## config.mk

```make
export PLATFORM = sky130hd
export DESIGN_NAME = bcd_cla_adder
export DESIGN_NICKNAME = d
export VERILOG_FILES = /design/src/rtl/bcd_cla_pkg.sv /design/src/rtl/bcd_digit_analyzer.sv /design/src/rtl/bcd_prefix_carry.sv /design/src/rtl/bcd_digit_correct.sv /design/src/rtl/bcd_cla_adder.sv
export SDC_FILE = /design/constraint.sdc
export NUM_CORES = 1
export LEC_CHECK = 0
export CAP_MARGIN = 5
export CORE_AREA = 4 4 58 60
export DETAILED_ROUTE_END_ITERATION = 10
export DIE_AREA = 0 0 62 64
export MAX_ROUTING_LAYER = met4
export PLACE_DENSITY = 0.82
export SLEW_MARGIN = 30
export SYNTH_ARGS = -nofsm -noshare
export SYNTH_HDL_FRONTEND = slang
export SYNTH_SLANG_ARGS = --single-unit
export TNS_END_PERCENT = 50
```

## constraint.sdc

```tcl
create_clock -name vclk -period 6.7
set_input_delay 1.34 -clock vclk [all_inputs]
set_output_delay 1.34 -clock vclk [all_outputs]
set_load 0.005 [all_outputs]
```

## src/rtl/bcd_cla_pkg.sv

```systemverilog
package bcd_cla_pkg;
    localparam int DIGIT_W = 4;
    localparam int RAW_W   = DIGIT_W + 1;
    localparam logic [RAW_W-1:0] DIGIT_NINE = 5'd9;
    localparam logic [DIGIT_W-1:0] SIX = 4'd6;
    typedef logic [DIGIT_W-1:0] bcd_digit_t;
    typedef logic [RAW_W-1:0]   raw_sum_t;
endpackage

```

## src/rtl/bcd_digit_analyzer.sv

```systemverilog
module bcd_digit_analyzer
    import bcd_cla_pkg::*;
(
    input  bcd_digit_t a,
    input  bcd_digit_t b,
    output raw_sum_t   raw,
    output logic       dgen,
    output logic       dprop
);
    always_comb begin
        raw   = {1'b0, a} + {1'b0, b};
        // overflow past nine: binary carry, or 8-weight with 4 or 2 weight
        dgen  = raw[4] | (raw[3] & raw[2]) | (raw[3] & raw[1]);
        dprop = (raw == DIGIT_NINE);
    end
endmodule

```

## src/rtl/bcd_prefix_carry.sv

```systemverilog
module bcd_prefix_carry #(
    parameter int NUM_DIGITS = 4
) (
    input  logic                  cin,
    input  logic [NUM_DIGITS-1:0] dgen,
    input  logic [NUM_DIGITS-1:0] dprop,
    output logic [NUM_DIGITS-1:0] digit_cin,
    output logic                  carry_out
);
    localparam int W      = NUM_DIGITS + 1;
    localparam int LEVELS = (W > 1) ? $clog2(W) : 1;

    logic [W-1:0] g_fin;

    always_comb begin
        logic [W-1:0] g_cur, p_cur, g_nxt, p_nxt;
        g_cur = {dgen, cin};
        p_cur = {dprop, 1'b0};
        for (int l = 0; l < LEVELS; l++) begin
            for (int j = 0; j < W; j++) begin
                if (j >= (1 << l)) begin
                    g_nxt[j] = g_cur[j] | (p_cur[j] & g_cur[j - (1 << l)]);
                    p_nxt[j] = p_cur[j] & p_cur[j - (1 << l)];
                end else begin
                    g_nxt[j] = g_cur[j];
                    p_nxt[j] = p_cur[j];
                end
            end
            g_cur = g_nxt;
            p_cur = p_nxt;
        end
        g_fin = g_cur;
    end

    assign digit_cin = g_fin[NUM_DIGITS-1:0];
    assign carry_out = g_fin[NUM_DIGITS];
endmodule

```

## src/rtl/bcd_digit_correct.sv

```systemverilog
module bcd_digit_correct
    import bcd_cla_pkg::*;
(
    input  raw_sum_t   raw,
    input  logic       cin,
    input  logic       dgen,
    input  logic       dprop,
    output bcd_digit_t sum_digit
);
    always_comb begin
        raw_sum_t total;
        logic     fix;
        total     = raw + {4'd0, cin};
        fix       = dgen | (dprop & cin);
        sum_digit = fix ? (total[DIGIT_W-1:0] + SIX) : total[DIGIT_W-1:0];
    end
endmodule

```

## src/rtl/bcd_cla_adder.sv

```systemverilog
module bcd_cla_adder
    import bcd_cla_pkg::*;
#(
    parameter int NUM_DIGITS = 4
) (
    input  logic [DIGIT_W*NUM_DIGITS-1:0] opa,
    input  logic [DIGIT_W*NUM_DIGITS-1:0] opb,
    input  logic                          carry_in,
    output logic [DIGIT_W*NUM_DIGITS-1:0] sum,
    output logic                          carry_out
);
    logic [NUM_DIGITS-1:0]       dgen, dprop, digit_cin;
    logic [RAW_W*NUM_DIGITS-1:0] digit_raw;

    for (genvar g = 0; g < NUM_DIGITS; g++) begin : g_an
        bcd_digit_analyzer u_an (
            .a     (opa[g*DIGIT_W +: DIGIT_W]),
            .b     (opb[g*DIGIT_W +: DIGIT_W]),
            .raw   (digit_raw[g*RAW_W +: RAW_W]),
            .dgen  (dgen[g]),
            .dprop (dprop[g])
        );
    end

    bcd_prefix_carry #(.NUM_DIGITS(NUM_DIGITS)) u_pfx (
        .cin       (carry_in),
        .dgen      (dgen),
        .dprop     (dprop),
        .digit_cin (digit_cin),
        .carry_out (carry_out)
    );

    for (genvar g = 0; g < NUM_DIGITS; g++) begin : g_cor
        bcd_digit_correct u_cor (
            .raw       (digit_raw[g*RAW_W +: RAW_W]),
            .cin       (digit_cin[g]),
            .dgen      (dgen[g]),
            .dprop     (dprop[g]),
            .sum_digit (sum[g*DIGIT_W +: DIGIT_W])
        );
    end
endmodule

```

After elaboration in Yosys (flattened, before gate mapping)
Cells that the tools add are included.
{ "totals": {"reg_bits": 0, "input_bits": 33, "word_cells": 62} }
{ "classes": {"n_addsub": 12, "eq_ne": 4, "muxes": 4, "bitwise": 42} }
{ "op_table": {"columns": ["op", "n"], "rows": [
  ["$and 1x1->1", 23],
  ["$add 4x4->5", 4],
  ["$eq 5x4->1 const B", 4],
  ["$or 1x1->1", 19],
  ["$add 4x1->4", 4],
  ["$add 4x3->4 const B", 4],
  ["$mux 4", 4]
]} }

Depth between registers and ports, before layout
Gate-level depths: netlist of run 1.
{ "logic_depth": {"depth_word": 10, "mapped_depth": 18} }

Hierarchy
Synthesis of run 1 repeated with hierarchy kept, for this count alone.
{ "unflattened": {"hier_cells": 150, "hier_area_um2": 1262.5} }
{ "modules_own_cells": {"columns": ["mod", "instances", "cells_per_inst", "area_each_um2", "seq_area_each_um2"], "rows": [
  ["bcd_digit_analyzer", 4, 24, 185.2, 0.0],
  ["bcd_digit_correct", 4, 12, 118.9, 0.0],
  ["bcd_prefix_carry", 1, 6, 46.3, 0.0]
]} }

Worst setup path after synthesis of run 1
Ideal clock, no wire load.
{ "synth_timing": {"path_kind": "in2out", "start": "input port opa[0]", "end": "output port sum[15]", "t_arrival_ps": 4570, "required_ps": 5360, "slack_ps": 790, "cell_stages": 17, "path_buffers": 0, "path_cell_list": "ha_1 -> inv_1 -> fa_1 -> xnor2_1 -> a211oi_2 -> o311ai_4 -> a32oi_4 -> inv_4 -> a21oi_1 -> inv_1 -> ha_1 -> ha_1 -> xnor2_1 -> ha_1 -> nand4b_1 -> o221ai_1 -> xnor2_1"} }
{ "synth_between": {"elab_chain_cells": 10, "word_cells_on_any_way": 15, "classes_between": "add/sub (3); eq/ne (1); mux (1); bitwise (10)"} }
{ "synth_lines": {"columns": ["element", "line", "rtl"], "rows": [
  ["start, declared", "bcd_cla_adder.sv:6", "input logic [DIGIT_W*NUM_DIGITS-1:0] opa,"],
  ["$add 4x4->5 *", "bcd_digit_analyzer.sv:11", "raw = {1'b0, a} + {1'b0, b};"],
  ["$and 1x1->1", "bcd_digit_analyzer.sv:13", "dgen = raw[4] | (raw[3] & raw[2]) | (raw[3] & raw[1]);"],
  ["$or 1x1->1 (2 in series)", "bcd_digit_analyzer.sv:13", null],
  ["$or 1x1->1 *", "bcd_prefix_carry.sv:22", "g_nxt[j] = g_cur[j] | (p_cur[j] & g_cur[j - (1 << l)]);"],
  ["$and 1x1->1 *", "bcd_prefix_carry.sv:22", null],
  ["$or 1x1->1 *", "bcd_prefix_carry.sv:22", null],
  ["$add 4x1->4 / $and 1x1->1 (equally long branches)", "bcd_digit_correct.sv:13, bcd_digit_correct.sv:14", null],
  ["$add 4x3->4 / $or 1x1->1 (equally long branches)", "bcd_digit_correct.sv:15, bcd_digit_correct.sv:14", null],
  ["$mux 4 *", "bcd_digit_correct.sv:15", "sum_digit = fix ? (total[DIGIT_W-1:0] + SIX) : total[DIGIT_W-1:0];"],
  ["end, declared", "bcd_cla_adder.sv:9", "output logic [DIGIT_W*NUM_DIGITS-1:0] sum,"]
]} }
Every way passes the cells marked *; elsewhere a longest branch is shown, timed or not.

Worst setup path in the final report of run 1
{ "layout_timing": {"start": "input port opa[0]", "end": "output port sum[14]"} }
Same word-level chain as after synthesis.

==> results.md, run 1 <==
* Worst vdd ir at 0.147 mV
* First-pass DRT Iterations at 4
* Met3 WL post-DR at 148 um
* Compound-gate portion of the synthesized area at 20.8%
* Post-Layout Cell Count at 251
* Synth Area in Simple Gates at 23.2%
* Pin count of the biggest net entering global routing at 10
* RSZ-0062 raised after global routing: true
* Crit path max fanout at 3
* Clk pwr share at 0%
* Post-Synth XOR/XNOR Area at 12.4%
* Switching power at 0.136 mW
* Share of cells above drive strength 1 at 10.1%
* Placeable Area at 2930 um^2
* FMAX at 151 MHz
* DRT iter0 DRCs at 47
* Logic pwr share at 100.0%
* Commonest non-fill, non-tap cell in the layout: clkdlybuf4s50_1
* Multi-input gate area at 1200 um^2
* Overall Power at 0.328 mW
* Initial antenna violation count at 0
* Ports at 50
* Antenna diode count at 0
* Measured slew at the worst slew-check pin at 0.764 ns
* M1 wire length at 1350 um
* Startpoint type of the worst setup path: primary input
* Vias/cell at 5.25
* Total of max-cap violations at 0
* Area Growth Syn to Fin at 50.5%
* Mapped Area at 1280 um^2
* FFs & Latches at 0
* Crit share post-route at 98.8%
* Leakage at 0.869 nW
* Nets at 285
* Rel. slew slack at 48.7%
* Final Hold Vio Count at 0
* First-pass GRT wire length at 5050 um
* Final wirelength at 2990 um
* Power Internal at 0.192 mW
* Hold Path Class: in -> out
* Final GP Congestion at 0.909
* Avg Inst Size Synth at 8.08 um^2
* IO Port Bufs at 50
* Total gr overflow at 0
* CTS hold repair buffers at 0
* Worst EP arrival at 5.28 ns
* Min cycle time layout at 6.62 ns
* Met2 wire len at 1470 um
* Syn Nets at 223
* Synth warn at 0
* Final HPWL DP at 2700 um
* Max Slew Vio Count at 0
* Drt drc at 0
* Die Y at 64 um
* Die ar. at 3970 um^2
* CP Data Required Time at 5.36 ns
* Register area at 0 um^2
* Setup crit end kind: output pin
* Routed len/inst at 11.9 um
* Highest-count cells in the layout ignoring fill and taps: clkdlybuf4s50_1, ha_1, inv_1, xnor2_1, nand3_1
* Multiplexer share of the synthesized area at 2.35%
* Status: finished clean
* Adder-cell area share of the yosys netlist at 33.7%
* Synth cell types at 45
* Via count at 1318
* Pre-CTS setup slack at -0.0579 ns
* Crit path kind: in -> out
* Cell row count at 20
* Inst Count DP at 251
* Starting Density at 43.6%
* Placed cell area at 1890 um^2
* Antenna viol nets, final at 0
* Vias in the first global route at 1261
* Gr usage total at 15.7%
* Post-Syn Instances at 158
* PnR worst setup slack at 0.0803 ns
* Largest family of logic cells by synthesized area: adder cells
* Die width at 62 um
* Design area at 1920 um^2
* Register area share after synthesis at 0%
* Setup Viol. Count Final at 0
* Sw frac at 41.4%
* Hold WS at 3.81 ns
* CLK BUF at 0
* Fillers at 239
* Pwr/cell area at 171 nW/um^2
* Highest routed layer: met4
* Flop pwr share at 0%
-- timing repair --
item / in CTS / in global routing
pin swaps: 2 / 1
setup buffers: 0 / 0
gates resized for setup: 2 / 4
endpoints found under the setup margin: 3 / 4
-- path summary, 6_finish.rpt --
path / startpoint / end / slack (ns) / cells past startpoint
worst min-delay path: carry_in / sum[0] / 3.81 / 3
worst max-delay path: opa[0] / sum[14] / 0.08 / 20
-- metal layers --
metal	GRT usage [%]	up-vias
li1	-	695
met1	20.9	589
met2	27.2	32
met3	0.202	2
met4	1.33	0
met5	-	-
-- cell families after synthesis --
kind of cell               after synthesis
and+or+nand+nor                         51
adders and majority gates               32
AOI/OAI and AO/OA                       29
buffers and inverters                   25
xor gates and xnor gates                18
muxes                                    3
-- cell usage after synthesis, types with 2 or more instances --
library cell,number,area [um^2]
nor2_1,11,41.3
fa_1,4,80.1
nand3_1,12,60.1
a21oi_1,5,25.0
and3b_1,3,26.3
and2b_1,2,15.0
xnor2_1,13,114
ha_1,28,350
nand2_1,5,18.8
a2111oi_0,3,26.3
inv_1,24,90.1
o21ai_0,3,15.0
nor2b_1,4,25.0
and3_1,2,12.5
a211oi_2,2,25.0
mux2i_1,3,30.0
xor2_1,5,43.8
and2_1,2,12.5
-- critical path: stages --
cell             delay [ns]
clkdlybuf4s50_1        0.46
ha_1                   0.16
inv_1                  0.05
fa_1                   0.39
xnor2_1                0.18
a211oi_2               0.30
o311ai_4               0.16
a32oi_4                0.23
inv_4                  0.05
a21oi_2                0.14
inv_1                  0.06
ha_1                   0.21
ha_1                   0.22
xnor2_2                0.15
ha_1                   0.29
inv_1                  0.10
nand3_1                0.07
o311a_1                0.15
nand3_1                0.08
clkdlybuf4s50_1        0.50
-- area by class of cell --
type / instances / share of cell area (%)
timing repair buffer: 60 / 30.2
tap: 33 / 2.15
multi-input combinational: 133 / 62.6
inverter: 25 / 5.02
-- metrics by stage --
step / utilization [%] / setup TNS (ns)
floorplan: - / 0
global placement: 64.7 / 0
detailed placement: 64.7 / -0.0753
CTS: 65.0 / 0
global route: 65.6 / -0.208
finish: 65.6 / 0
-- power groups by stage --
stage	clock network, mW	logic [mW]	registers, mW
floorplan	0	0.167	0
global placement	0	0.322	0
detailed placement	0	0.325	0
CTS	0	0.331	0
global route	0	0.363	0
finish	0	0.328	0
No activity file was read; power rests on OpenSTA's default activity.
==> inputs of run 2 (changes only) <==
- CORE_AREA: 4 4 58 60 -> 4 4 66 53
- DIE_AREA: 0 0 62 64 -> 0 0 70 57
- GPL_TIMING_DRIVEN: unset -> 0
==> results.md, run 2 (same netlist as run 1, synthesis figures left out) <==
* Status: finished clean
* Slowest CP cell: clkdlybuf4s50_1
* Crit. Startpoint: opb[4]
* Crit share post-route at 96.7% (-2.1 points)
* Area Growth Syn to Fin at 51.5%
* Antenna diode count at 0 (unchanged)
* Setup Viol. Count Final at 0 (unchanged)
* Highest-count cells in the layout ignoring fill and taps: clkdlybuf4s50_1, inv_1, ha_1, nand3_1
* First-pass GRT wire length at 5320 um (+5.3%)
* Power Internal at 0.182 mW (-5.4%)
* Rel. slew slack at 49.4% (+0.78 points)
* End point of the critical path: sum[14]
* Switching power at 0.137 mW (+0.85%)
* Final GP Congestion at 0.833 (-8.3%)
* Via count at 1315 (-0.23%)
* Post-route setup TNS at 0 ns (unchanged)
* Fillers at 246 (+2.9%)
* Total gr overflow at 0 (unchanged)
* Worst EP arrival at 5.14 ns (-0.14 ns)
* Final HPWL DP at 2450 um (-9.5%)
* Share of cells above drive strength 1 at 13.6% (+3.5 points)
* Max Slew Vio Count at 0 (unchanged)
* Final Hold Vio Count at 0 (unchanged)
* Vias in the first global route at 1306 (+3.6%)
* Register area at 0 um^2 (unchanged)
* FFs & Latches at 0 (unchanged)
* Gr usage total at 15.6% (-0.16 points)
* Sw frac at 42.9% (+1.6 points)
* Commonest non-fill, non-tap cell in the layout: clkdlybuf4s50_1
* Final wirelength at 3130 um (+4.8%)
* Die ar. at 3990 um^2 (+0.55%)
* CLK BUF at 0 (unchanged)
* Total of max-cap violations at 0 (unchanged)
* Nets at 280 (-1.8%)
* DRT iter0 DRCs at 28 (-40%)
* CP Data Required Time at 5.36 ns (about the same)
* Antenna viol nets, final at 0 (unchanged)
* Flop pwr share at 0% (unchanged)
* Logic pwr share at 100.0% (about the same)
* Setup crit end kind: output pin
* CTS hold repair buffers at 0 (unchanged)
* Pin count of the biggest net entering global routing at 10 (unchanged)
* Routed len/inst at 12.5 um (+4.8%)
* CP cell instances: clkdlybuf4s50_1 -> ha_2 -> inv_1 -> fa_1 -> and2b_1 -> a22oi_2 -> or3_4 -> a32oi_4 -> inv_4 -> a21oi_4 -> inv_1 -> ha_2 -> ha_2 -> inv_1 -> ha_2 -> inv_1 -> nand3_1 -> o311a_1 -> nand3_1 -> dlygate4sd2_1
* Leakage at 0.842 nW (-3.1%)
* Measured slew at the worst slew-check pin at 0.752 ns (-0.0116 ns)
* Worst vdd ir at 0.131 mV (-11%)
* Cell row count at 17 (-15%)
* Vias/cell at 5.24 (-0.23%)
* First-pass DRT Iterations at 4 (unchanged)
* Post-Layout Cell Count at 251 (unchanged)
* Min cycle time layout at 6.48 ns (-0.139 ns)
* Initial antenna violation count at 0 (unchanged)
* Crit path kind: in -> out
* Hold Path Class: in -> out
* Hold WS at 3.81 ns (-0.000450 ns)
* Clk pwr share at 0% (unchanged)
* Ports at 50 (unchanged)
* Startpoint type of the worst setup path: primary input
* Die Y at 57 um (-11%)
* Slowest stage delay, CP at 0.47 ns (-0.03 ns)
* Drt drc at 0 (unchanged)
* Die width at 70 um (+13%)
* Starting Density at 44.8% (+1.2 points)
* RSZ-0062 raised after global routing: false
* FMAX at 154 MHz (+2.1%)
* Inst Count DP at 246 (-2.0%)
* IO Port Bufs at 50 (unchanged)
* Crit path max fanout at 6 (+3)
* Pwr/cell area at 165 nW/um^2 (-3.4%)
* Placeable Area at 2850 um^2 (-2.6%)
* Final core occ at 67.8% (+2.2 points)
-- run 2: worst min path at each step --
stage	cells past startpoint	end	from	slack (ns)
finish	3	sum[0]	carry_in	3.81
global placement	3	sum[0]	carry_in	3.82
floorplan	1	sum[0]	carry_in	2.80
global route	3	sum[0]	carry_in	3.85
CTS	3	sum[0]	carry_in	3.82
detailed placement	3	sum[0]	carry_in	3.82
-- run 2: what timing repair did --
action,4_1_cts,5_1_grt
gates resized for setup,11,12
buffers inserted,5,0
hold endpoints to repair,0,0
setup endpoints to repair,4,4
pin swaps,6,3
-- run 2: final cells by class --
class	instances	area (um^2)	share of cell area (%)
Multi-Input combinational cell	133	1260	65.0
Timing Repair Buffer	55	533	27.6
Inverter	25	96.3	4.98
Tap cell	38	47.5	2.46
-- run 2: power groups by stage --
| stage | clock network (mW) | registers [mW] | logic (mW) |
|---|---|---|---|
| 2_1_floorplan | 0 | 0 | 0.167 |
| 3_3_place_gp | 0 | 0 | 0.302 |
| 3_5_place_dp | 0 | 0 | 0.305 |
| 4_1_cts | 0 | 0 | 0.318 |
| 5_1_grt | 0 | 0 | 0.353 |
| 6_report | 0 | 0 | 0.319 |
-- run 2: stage by stage --
stage                     instance area, um^2  setup WS [ns]  total power, mW
after global placement                   1820         -0.526            0.302
final                                    1930          0.219            0.319
after detailed placement                 1820         -0.551            0.305
after CTS                                1900          0.130            0.318
after global routing                     1930         0.0332            0.353
after floorplan                          1280          0.790            0.167
-- run 2: layer usage --
metal  track usage (%)  vias to the layer above  share of wire [%]  wire length (um)
met4              1.64                        0                  0                 0
met3              1.76                        0                3.7               116
met2              27.1                       26                 49              1520
met1              20.3                      603                 48              1490
met5                 -                        -                  0                 0
li1                  -                      686                  -                 -
-- run 2: worst max-delay path, delay by kind of cell --
kind,cells,cell delay (ns)
buf+inv,7,1.05
simple gates,4,0.76
compound gates,4,0.61
fa+ha+maj,5,1.39
